### config.mk
export PLATFORM = sky130hd
export DESIGN_NAME = clksyn_top
export DESIGN_NICKNAME = d
export VERILOG_FILES = /design/src/rtl/clksyn_pkg.sv /design/src/rtl/clksyn_ctrl.sv /design/src/rtl/clksyn_core.sv /design/src/rtl/clksyn_top.sv
export SDC_FILE = /design/constraint.sdc
export NUM_CORES = 1
export LEC_CHECK = 0
export BUFFER_PORTS_ARGS = -buffer_cell sky130_fd_sc_hd__buf_4
export CAP_MARGIN = 5
export CORE_UTILIZATION = 60
export CTS_CLUSTER_DIAMETER = 100
export DETAILED_ROUTE_END_ITERATION = 8
export PLACE_DENSITY = 0.86
export SLEW_MARGIN = 5
export SYNTH_ARGS = -nofsm -noshare
export SYNTH_HDL_FRONTEND = slang
export SYNTH_SLANG_ARGS = --single-unit
### constraint.sdc
create_clock -name clk -period 5.05 [get_ports clk]
set_input_delay 0.2525 -clock clk [delete_from_list [all_inputs] [get_ports clk]]
set_output_delay 0.2525 -clock clk [all_outputs]
set_load 0.005 [all_outputs]
### src/rtl/clksyn_pkg.sv
package clksyn_pkg;

    typedef enum logic [2:0] {
        ST_OFF    = 3'd0,
        ST_ARMED  = 3'd1,
        ST_BYPASS = 3'd2,
        ST_ACCUM  = 3'd3,
        ST_DIVIDE = 3'd4
    } syn_state_t;

endpackage

### src/rtl/clksyn_ctrl.sv
module clksyn_ctrl
    import clksyn_pkg::*;
#(
    parameter int PHASE_W     = 14,
    parameter int SEL_W       = 2,
    parameter int RESET_PHASE = 0
) (
    input  logic               clk,
    input  logic               rst_n,
    input  logic               cfg_wr,
    input  logic [SEL_W-1:0]   cfg_src,
    input  logic [PHASE_W-1:0] cfg_phase,
    input  logic               cfg_div_mode,
    input  logic               cfg_disable,
    input  logic               evt,
    output syn_state_t         state,
    output logic [SEL_W-1:0]   sel_q,
    output logic [PHASE_W-1:0] phase_q
);

    localparam syn_state_t RESET_STATE = (RESET_PHASE == 0) ? ST_BYPASS : ST_ACCUM;

    logic       mode_q;
    syn_state_t state_q, state_d;

    // control word
    always_ff @(posedge clk) begin
        if (!rst_n) begin
            sel_q   <= '0;
            phase_q <= PHASE_W'(RESET_PHASE);
            mode_q  <= 1'b0;
        end else if (cfg_wr) begin
            sel_q   <= cfg_src;
            phase_q <= cfg_phase;
            mode_q  <= cfg_div_mode;
        end
    end

    // state register
    always_ff @(posedge clk) begin
        if (!rst_n) state_q <= RESET_STATE;
        else        state_q <= state_d;
    end

    // next state
    always_comb begin
        state_d = state_q;
        if (cfg_wr) begin
            state_d = cfg_disable ? ST_OFF : ST_ARMED;
        end else begin
            unique case (state_q)
                ST_OFF:    state_d = ST_OFF;
                ST_ARMED: begin
                    if (evt) begin
                        if (mode_q)              state_d = ST_DIVIDE;
                        else if (phase_q == '0)  state_d = ST_BYPASS;
                        else                     state_d = ST_ACCUM;
                    end
                end
                ST_BYPASS: state_d = ST_BYPASS;
                ST_ACCUM:  state_d = ST_ACCUM;
                ST_DIVIDE: state_d = ST_DIVIDE;
                default:   state_d = ST_OFF;
            endcase
        end
    end

    assign state = state_q;

    assert_stop_enters_off_R7: assert property (@(posedge clk) disable iff (!rst_n)
        (cfg_wr && cfg_disable) |=> (state_q == ST_OFF));

    assert_run_write_arms_R8: assert property (@(posedge clk) disable iff (!rst_n)
        (cfg_wr && !cfg_disable) |=> (state_q == ST_ARMED));

endmodule

### src/rtl/clksyn_core.sv
module clksyn_core
    import clksyn_pkg::*;
#(
    parameter int PHASE_W = 14
) (
    input  logic               clk,
    input  logic               rst_n,
    input  syn_state_t         state,
    input  logic               evt,
    input  logic               cfg_wr,
    input  logic               cfg_disable,
    input  logic [PHASE_W-1:0] phase,
    output logic               clk_out,
    output logic               clk_tick
);

    localparam logic [PHASE_W-1:0] STEP_MAX = PHASE_W'(1) << (PHASE_W - 1);

    logic [PHASE_W-1:0] ph_q;
    logic [PHASE_W-1:0] step;
    logic [PHASE_W:0]   sum;

    assign step = (phase > STEP_MAX) ? STEP_MAX : phase;
    assign sum  = {1'b0, ph_q} + {1'b0, step};

    // output process
    always_ff @(posedge clk) begin
        if (!rst_n) begin
            ph_q     <= '0;
            clk_out  <= 1'b0;
            clk_tick <= 1'b0;
        end else if (cfg_wr) begin
            clk_tick <= 1'b0;
            if (cfg_disable) begin
                ph_q    <= '0;
                clk_out <= 1'b0;
            end
        end else begin
            unique case (state)
                ST_OFF: begin
                    ph_q     <= '0;
                    clk_out  <= 1'b0;
                    clk_tick <= 1'b0;
                end
                ST_ARMED: begin
                    clk_tick <= 1'b0;
                    if (evt) begin
                        ph_q    <= '0;
                        clk_out <= 1'b0;
                    end
                end
                ST_BYPASS: begin
                    clk_out  <= evt;
                    clk_tick <= evt;
                end
                ST_ACCUM: begin
                    clk_tick <= evt & sum[PHASE_W-1] & ~ph_q[PHASE_W-1];
                    if (evt) begin
                        ph_q    <= sum[PHASE_W-1:0];
                        clk_out <= sum[PHASE_W-1];
                    end
                end
                ST_DIVIDE: begin
                    clk_tick <= 1'b0;
                    if (evt) begin
                        if (ph_q == phase) begin
                            ph_q     <= '0;
                            clk_out  <= 1'b1;
                            clk_tick <= 1'b1;
                        end else begin
                            ph_q    <= ph_q + 1'b1;
                            clk_out <= 1'b0;
                        end
                    end
                end
                default: clk_tick <= 1'b0;
            endcase
        end
    end

    assert_off_quiet_R7: assert property (@(posedge clk) disable iff (!rst_n)
        (state == ST_OFF && !cfg_wr) |=> (!clk_out && !clk_tick && ph_q == '0));

    assert_tick_with_level_R9: assert property (@(posedge clk) disable iff (!rst_n)
        clk_tick |-> clk_out);

    assert_first_event_clears_R8: assert property (@(posedge clk) disable iff (!rst_n)
        (state == ST_ARMED && evt && !cfg_wr) |=> (ph_q == '0 && !clk_out && !clk_tick));

    assert_accum_holds_R4: assert property (@(posedge clk) disable iff (!rst_n)
        (state == ST_ACCUM && !evt && !cfg_wr) |=> $stable(clk_out));

    assert_div_in_range_R6: assert property (@(posedge clk) disable iff (!rst_n)
        (state == ST_DIVIDE) |-> (ph_q <= phase));

endmodule

### src/rtl/clksyn_top.sv
module clksyn_top
    import clksyn_pkg::*;
#(
    parameter int PHASE_W     = 14,
    parameter int NUM_SRC     = 4,
    parameter int REG_W       = 32,
    parameter int RESET_PHASE = 0
) (
    input  logic                       clk,
    input  logic                       rst_n,
    input  logic [NUM_SRC-1:0]         src_evt,
    input  logic                       cfg_wr,
    input  logic [$clog2(NUM_SRC)-1:0] cfg_src,
    input  logic [PHASE_W-1:0]         cfg_phase,
    input  logic                       cfg_div_mode,
    input  logic                       cfg_disable,
    output logic [REG_W-1:0]           cfg_rdata,
    output logic                       clk_out,
    output logic                       clk_tick
);

    localparam int SEL_W = $clog2(NUM_SRC);
    localparam int PAD_W = REG_W - SEL_W - PHASE_W;

    syn_state_t         state;
    logic [SEL_W-1:0]   sel_q;
    logic [PHASE_W-1:0] phase_q;
    logic               evt;

    assign evt       = src_evt[sel_q];
    assign cfg_rdata = {{PAD_W{1'b0}}, sel_q, phase_q};

    clksyn_ctrl #(
        .PHASE_W     (PHASE_W),
        .SEL_W       (SEL_W),
        .RESET_PHASE (RESET_PHASE)
    ) u_ctrl (
        .clk          (clk),
        .rst_n        (rst_n),
        .cfg_wr       (cfg_wr),
        .cfg_src      (cfg_src),
        .cfg_phase    (cfg_phase),
        .cfg_div_mode (cfg_div_mode),
        .cfg_disable  (cfg_disable),
        .evt          (evt),
        .state        (state),
        .sel_q        (sel_q),
        .phase_q      (phase_q)
    );

    clksyn_core #(
        .PHASE_W (PHASE_W)
    ) u_core (
        .clk         (clk),
        .rst_n       (rst_n),
        .state       (state),
        .evt         (evt),
        .cfg_wr      (cfg_wr),
        .cfg_disable (cfg_disable),
        .phase       (phase_q),
        .clk_out     (clk_out),
        .clk_tick    (clk_tick)
    );

    assert_readback_raw_R10: assert property (@(posedge clk) disable iff (!rst_n)
        cfg_wr |=> (cfg_rdata[PHASE_W-1:0] == $past(cfg_phase)
                    && cfg_rdata[PHASE_W+SEL_W-1:PHASE_W] == $past(cfg_src)));

endmodule

# --- Word level (Yosys, flattened, before mapping) ---
# Index checks and enable logic that the tools add are counted.
# W data, S select, Z words.
classes:
  mul: 0
  div_mod_pow: 0
  n_bitwise: 4
  add_sub_neg: 2
  n_eq_ne: 9
  n_reduce_logical: 7
  n_lt_le_gt_ge: 2
  shifts: 0
  muxes: 25
ops:
  columns: ["cell", "count"]
  rows:
  - ["$mux W14", 7]
  - ["$pmux W14 S4", 1]
  - ["$add A14 B1 Y14 const B", 1]
  - ["$add A14 B14 Y14", 1]
  - ["$eq A14 B14 Y1", 1]
  - ["$gt A14 B14 Y1 const B", 1]
  - ["$logic_not A14 Y1", 1]
  - ["$pmux W3 S4", 1]
  - ["$mux W1", 10]
  - ["$reduce_and A5 Y1", 2]
  - ["$mux W3", 3]
  - ["$ne A3 B2 Y1 const B", 3]
  - ["$eq A3 B2 Y1 const B", 2]
  - ["$reduce_bool A6 Y1", 1]
  - ["$pmux W1 S5", 1]
  - ["$reduce_bool A5 Y1", 1]
  - ["$eq A3 B1 Y1 const B", 1]
  - ["$eq A3 B3 Y1 const B", 1]
  - ["$logic_not A3 Y1", 1]
  - ["$lt A2 B3 Y1 const B", 1]
  - ["$pmux W1 S3", 1]
  - ["$and A1 B1 Y1", 2]
  - ["$bmux W1 S2", 1]
  - ["$ne A2 B1 Y1 const B", 1]
  - ["other kinds (2)", 3]
totals:
  reg_bits: 36
  ram_bits: 0
  word_cells: 56
  n_memories: 0
  latch_bits: 0
  out_inout_bits: 34
  mem_bits_ro: 0
  input_bits: 25

# --- Logic depth before layout (Yosys ltp) ---
logic_depth:
  word_depth: 6
  depth_mapped: 12
  depth_no_buf: 12

# --- Hierarchy ---
# From an unflattened synthesis, not the netlist that was laid out.
hier_totals:
  cells_unflattened: 350
  area_unflattened_um2: 2960.3
modules_own_cells:
  columns: ["mod", "seq_area_each_um2", "instances", "area_each_um2", "cells_each"]
  rows:
  - ["clksyn_core", 320.3, 1, 1999.4, 257]
  - ["clksyn_ctrl", 400.4, 1, 814.5, 75]
  - ["clksyn_top", 0.0, 1, 146.4, 18]

# --- Worst setup path before layout ---
# No wires, ideal clock.
synth_path:
  path_type: "register -> register"
  startpoint: "reg u_ctrl.phase_q[3]"
  endpoint: "reg u_core.ph_q[12]"
  setup_time_ns: 0.131
  required_ns: 4.919
  arrival_time_ns: 2.435
  period_less_slack_ns: 2.566
  path_stages_with_launch: 13
  path_slack_ns: 2.484
  path_buffers: 0
  cell_sequence: "dfxtp_1 > nor4_1 > nand4_1 > a21boi_0 > ha_1 > inv_1 > fa_1 > nor2b_1 > o31a_1 > nor4_1 > o32ai_1 > mux2i_1 > o21ai_0"
synth_via:
  elab_chain_len: 6
  elab_cells_between_ends: 9
  classes_between: "1 x add/sub; 1 x order compare; 1 x eq/ne; 6 x mux"
synth_rtl:
  columns: ["item", "line", "text"]
  rows:
  - ["start, declared", "clksyn_ctrl.sv:18", "output logic [PHASE_W-1:0] phase_q"]
  - ["start signal, assigned", "clksyn_ctrl.sv:30", "phase_q <= PHASE_W'(RESET_PHASE);"]
  - ["start signal, assigned", "clksyn_ctrl.sv:34", "phase_q <= cfg_phase;"]
  - ["$gt A14 B14 Y1", "clksyn_core.sv:23", "assign step = (phase > STEP_MAX) ? STEP_MAX : phase;"]
  - ["$mux W14", "clksyn_core.sv:23", null]
  - ["$add A14 B14 Y14", "clksyn_core.sv:24", "assign sum = {1'b0, ph_q} + {1'b0, step};"]
  - ["$mux W14", "clksyn_core.sv:58", "if (evt) begin"]
  - ["$pmux W14 S4 (*)", "clksyn_core.sv:39", "unique case (state)"]
  - ["$mux W14 (*)", "clksyn_core.sv:32", "end else if (cfg_wr) begin"]
  - ["end signal, assigned", "clksyn_core.sv:59", "ph_q <= sum[PHASE_W-1:0];"]
  - ["end signal, assigned", "clksyn_core.sv:71", "ph_q <= ph_q + 1'b1;"]
  - ["end, declared", "clksyn_core.sv:19", "logic [PHASE_W-1:0] ph_q;"]
# Every way passes the cells marked *; elsewhere a longest branch is shown, timed or not. The select of a mux whose other input is x is not followed.
# A chain may end at the register's enable or synchronous reset.

# --- Worst setup path after layout ---
# Same ends and word-level chain as after synthesis.

==> metrics.md <==
| Metric | Value |
|---|---|
| RSZ-0062 raised after global routing | false |
| Drt wl/cell | 16.8 µm |
| Hpwl dp | around 5700 µm |
| Initial core utilization | 0.625 |
| Clk pwr share | 0.340 |
| Yosys warns | 0 |
| Post-cts hold buffer count | 0 |
| Sequential area share after synthesis | 0.244 |
| Int Pwr | between 0.4 and 0.5 mW |
| Flop pwr share | 0.469 |
| DRT iter0 DRCs | 300 |
| Final hold vios | 0 |
| Die Ht | roughly 72 µm |
| Fin. max-slew vios | 0 |
| Routed WL | around 7600 µm |
| VDD IR max | roughly 0.17 mV |
| Post-CTS Setup Inserts | 0 |
| CTS sink cnt | 36 |
| CP most frequent cell | nor4_1 |
| Critical Path Start Type | register |
| GRT overflow | 0 |
| Reg2Reg Depth | 12 |
| Multi-input gate area | roughly 0.0021 mm² |
| Rel. slew slack | 0.429 |
| Commonest cells in the netlist | 36 x dfxtp_1, 34 x nor2b_1, 27 x nand2_1, 19 x mux2i_1 |
| Critical-path top delay cell | fa_1 |
| Clk_lat worst skew | around 0.29 ns |
| Pleak | 1.46 nW |
| Syn Inst Count | 355 |
| Count leader, synth | dfxtp_1 |
| Total track usage | 0.305 |
| Final ANT Viol Nets | 0 |
| Power density cells | 201 mW/mm² |
| R2R setup slack | about 2.1 ns |
| R2r startpoint | u_ctrl.phase_q[3]$_SDFFE_PN0P_ |
| Post-route setup slack | approximately 2.1 ns |
| Sw Ratio | 0.296 |
| Post-CTS Resized | 0 |
| Number of diodes | 0 |
| Worst hold path class | input port to register |
| Top cell type's share of synthesized area | 0.244 |
| Vias after detailed routing | 2,825 |
| DIE AREA | between 0.005 and 0.006 mm² |
| Worst Path Arrival | around 3.1 ns |
| Area grow syn2layout | 12.0% |
| # fillers | 382 |
| Final period utilization | 0.583 |
| Number of enable flip-flop cells after synthesis | 0 |
| Number of synthesized register bits | 36 |
| Setup crit start | u_ctrl.phase_q[3]$_SDFFE_PN0P_ |
| Period minus WS final | 2.94 ns |
| Drt drc | 0 |
| Vias in the first global route | about 2,600 |
| Hold depth | 3 |
| Ys async rst share | 0 |
| Syn Area/Cell | slightly above 8 µm² |
| H-tree Lvls | 2 |
| Reg-to-reg endpoint | u_core.ph_q[12]$_SDFFE_PN0P_ |
| Pre-antenna DRT Iters | 5 |
| Highest Clock Rate | between 300 and 400 MHz |
| Slowest stage delay, CP | about 0.4 ns |
| Core area | between 0.004 and 0.005 mm² |
| Worst Clk Skew | 0.00489 ns |
| Main flop type after synthesis | dfxtp_1 |
| Cell taking the most area after synthesis | dfxtp_1 |
| Buffer levels on the longest clock path | 2 |
| Io pins | 59 |
| Initial antenna violation count | 0 |
| Crit path cell chain | nor4_1, nand4_1, a21boi_0, ha_1, inv_1, fa_1, nor2b_1, o31a_1, nor4_1, o32ai_1, mux2i_1, o21ai_0 |
| Final Instance Area | 0.00331 mm² |
| Share of post-route cells with drive strength above 1 | 0.155 |
| Horiz. Die Dim | a little over 70 µm |
| Max cap viols | 0 |
| Clock-pin slew on the worst setup and hold paths | roughly 0.08 ns |
| Final setup viols | 0 |
| First-pass GRT wire length | around 12,000 µm |
| Post-DR vias/cell | between 6 and 7 |
| Largest net degree at the start of global routing | 24 |
| Outcome | finished, final reports clean |
| Main area contributors after synthesis | dfxtp_1 24%, nor2b_1 7.2%, mux2i_1 6.4%, ha_1 5.9%, xor2_1 4.7% |
| Register area | a little over 700 µm² |
| Worst setup endpoint | u_core.ph_q[12]$_SDFFE_PN0P_ |
| CTS tree | yes |
| Final net count | ~430 |
| Synth cell types | 72 |
| Placement Setup Slack | approximately 2.2 ns |
| CTS Buf Count | 5 |
| Setup TNS | 0 ns |
| Peak fanout along the critical path | 5 |
| CP required | about 5.2 ns |
| Switch Pwr | approximately 0.20 mW |
| Hold_ws | 0.215 ns |
| Worst-Margin Slew | ~0.85 ns |
| Total power | around 0.67 mW |
| GPL Wtd Cong | a little under 1 |
| Worst Setup Path Type | register to register |
| Critical path endpoint category | register |
| Placed cell area | between 0.003 and 0.004 mm² |
| Mapped cell area | about 0.0030 mm² |
| Combinational power share | 0.191 |
| IO Port Bufs | 42 |
| Std cell rows | 25 |
| Clock Tree Root | clkbuf_8 |
[layer usage]
| layer | wire length (µm) | global-route usage |
|---|---|---|
| met1 | 3290 | 0.408 |
| met2 | 3470 | 0.474 |
| met3 | 638 | 0.0653 |
| met4 | 241 | 0.135 |
| met5 | 0 | 0 |
[power groups by stage]
stage               sequential, mW  clock, mW  combinational [mW]
floorplan                    0.311          0              0.0967
global placement             0.317          0               0.123
detailed placement           0.318          0               0.126
CTS                          0.312      0.226               0.127
global route                 0.314      0.239               0.138
finish                       0.312      0.226               0.127
[worst max-delay path: cells and delay by family (launching register included)]
kind	cells	cell delay [ns]
and+or+nand+nor	4	0.70
AOI/OAI and AO/OA	4	0.89
buffers and inverters	1	0.05
DFF	1	0.36
muxes	1	0.21
adders and majority gates	2	0.60
[worst min-delay path by stage]
stage | start | end
global route | cfg_phase[0] | u_ctrl.phase_q[0]$_SDFFE_PN0P_
CTS | cfg_phase[5] | u_ctrl.phase_q[5]$_SDFFE_PN0P_
finish | cfg_div_mode | u_ctrl.mode_q$_SDFFE_PN0P_
floorplan | cfg_div_mode | u_ctrl.mode_q$_SDFFE_PN0P_
global placement | cfg_div_mode | u_ctrl.mode_q$_SDFFE_PN0P_
detailed placement | cfg_div_mode | u_ctrl.mode_q$_SDFFE_PN0P_
[final cells by class]
class | count | share of cell area
multi-input cells | 294 | 0.623
clock buffers | 6 | 0.0250
repair buffers | 42 | 0.0953
well taps | 67 | 0.0253
inverters | 8 | 0.00908
flip-flops and latches | 36 | 0.218
clock inverters | 2 | 0.00454
[metrics by stage]
stage,utilization,std cells
2_1_floorplan,-,370
3_3_place_gp,0.680,447
3_5_place_dp,0.680,447
4_1_cts,0.700,455
5_1_grt,0.700,455
6_report,0.700,455
[cell families after synthesis]
group	share of synthesized area
AND/OR/NAND/NOR	0.267
AO/OA/AOI/OAI	0.198
buffers and inverters	0.0771
flip-flops	0.244
XOR/XNOR	0.0737
multiplexers	0.0720
adder cells (fa/ha/maj)	0.0661
other	0.00127
[state kept, by name, indices dropped and copies added, names as in the netlist]
| signal | flops |
|---|---|
| u_ctrl.mode_q | 1 |
| u_ctrl.phase_q | 14 |
| u_ctrl.state | 3 |
| u_core.clk_out | 1 |
| u_core.ph_q | 14 |
| u_core.clk_tick | 1 |
| u_ctrl.sel_q | 2 |
[cell usage in the layout (no fill, tap or decap), types with 3 or more instances in the layout]
cell type,synthesis,routed
buf_4,16,42
dfxtp_1,36,36
nor2b_1,34,34
nand2_1,27,27
mux2i_1,19,19
nor2_1,16,16
xor2_1,16,16
conb_1,1,16
o21ai_0,14,14
ha_1,14,14
a21oi_1,12,12
inv_1,8,8
nor3_1,8,8
nand3_1,8,8
nand4_1,7,7
xnor2_1,7,7
clkbuf_8,0,6
and3_1,5,5
a211oi_1,5,5
o21a_1,5,5
a31oi_1,5,5
nor4_1,4,4
a21o_1,4,4
o211ai_1,4,4
and2_1,3,3
or3_1,3,3
o221ai_1,3,3
(Power assumes the default switching activity.)
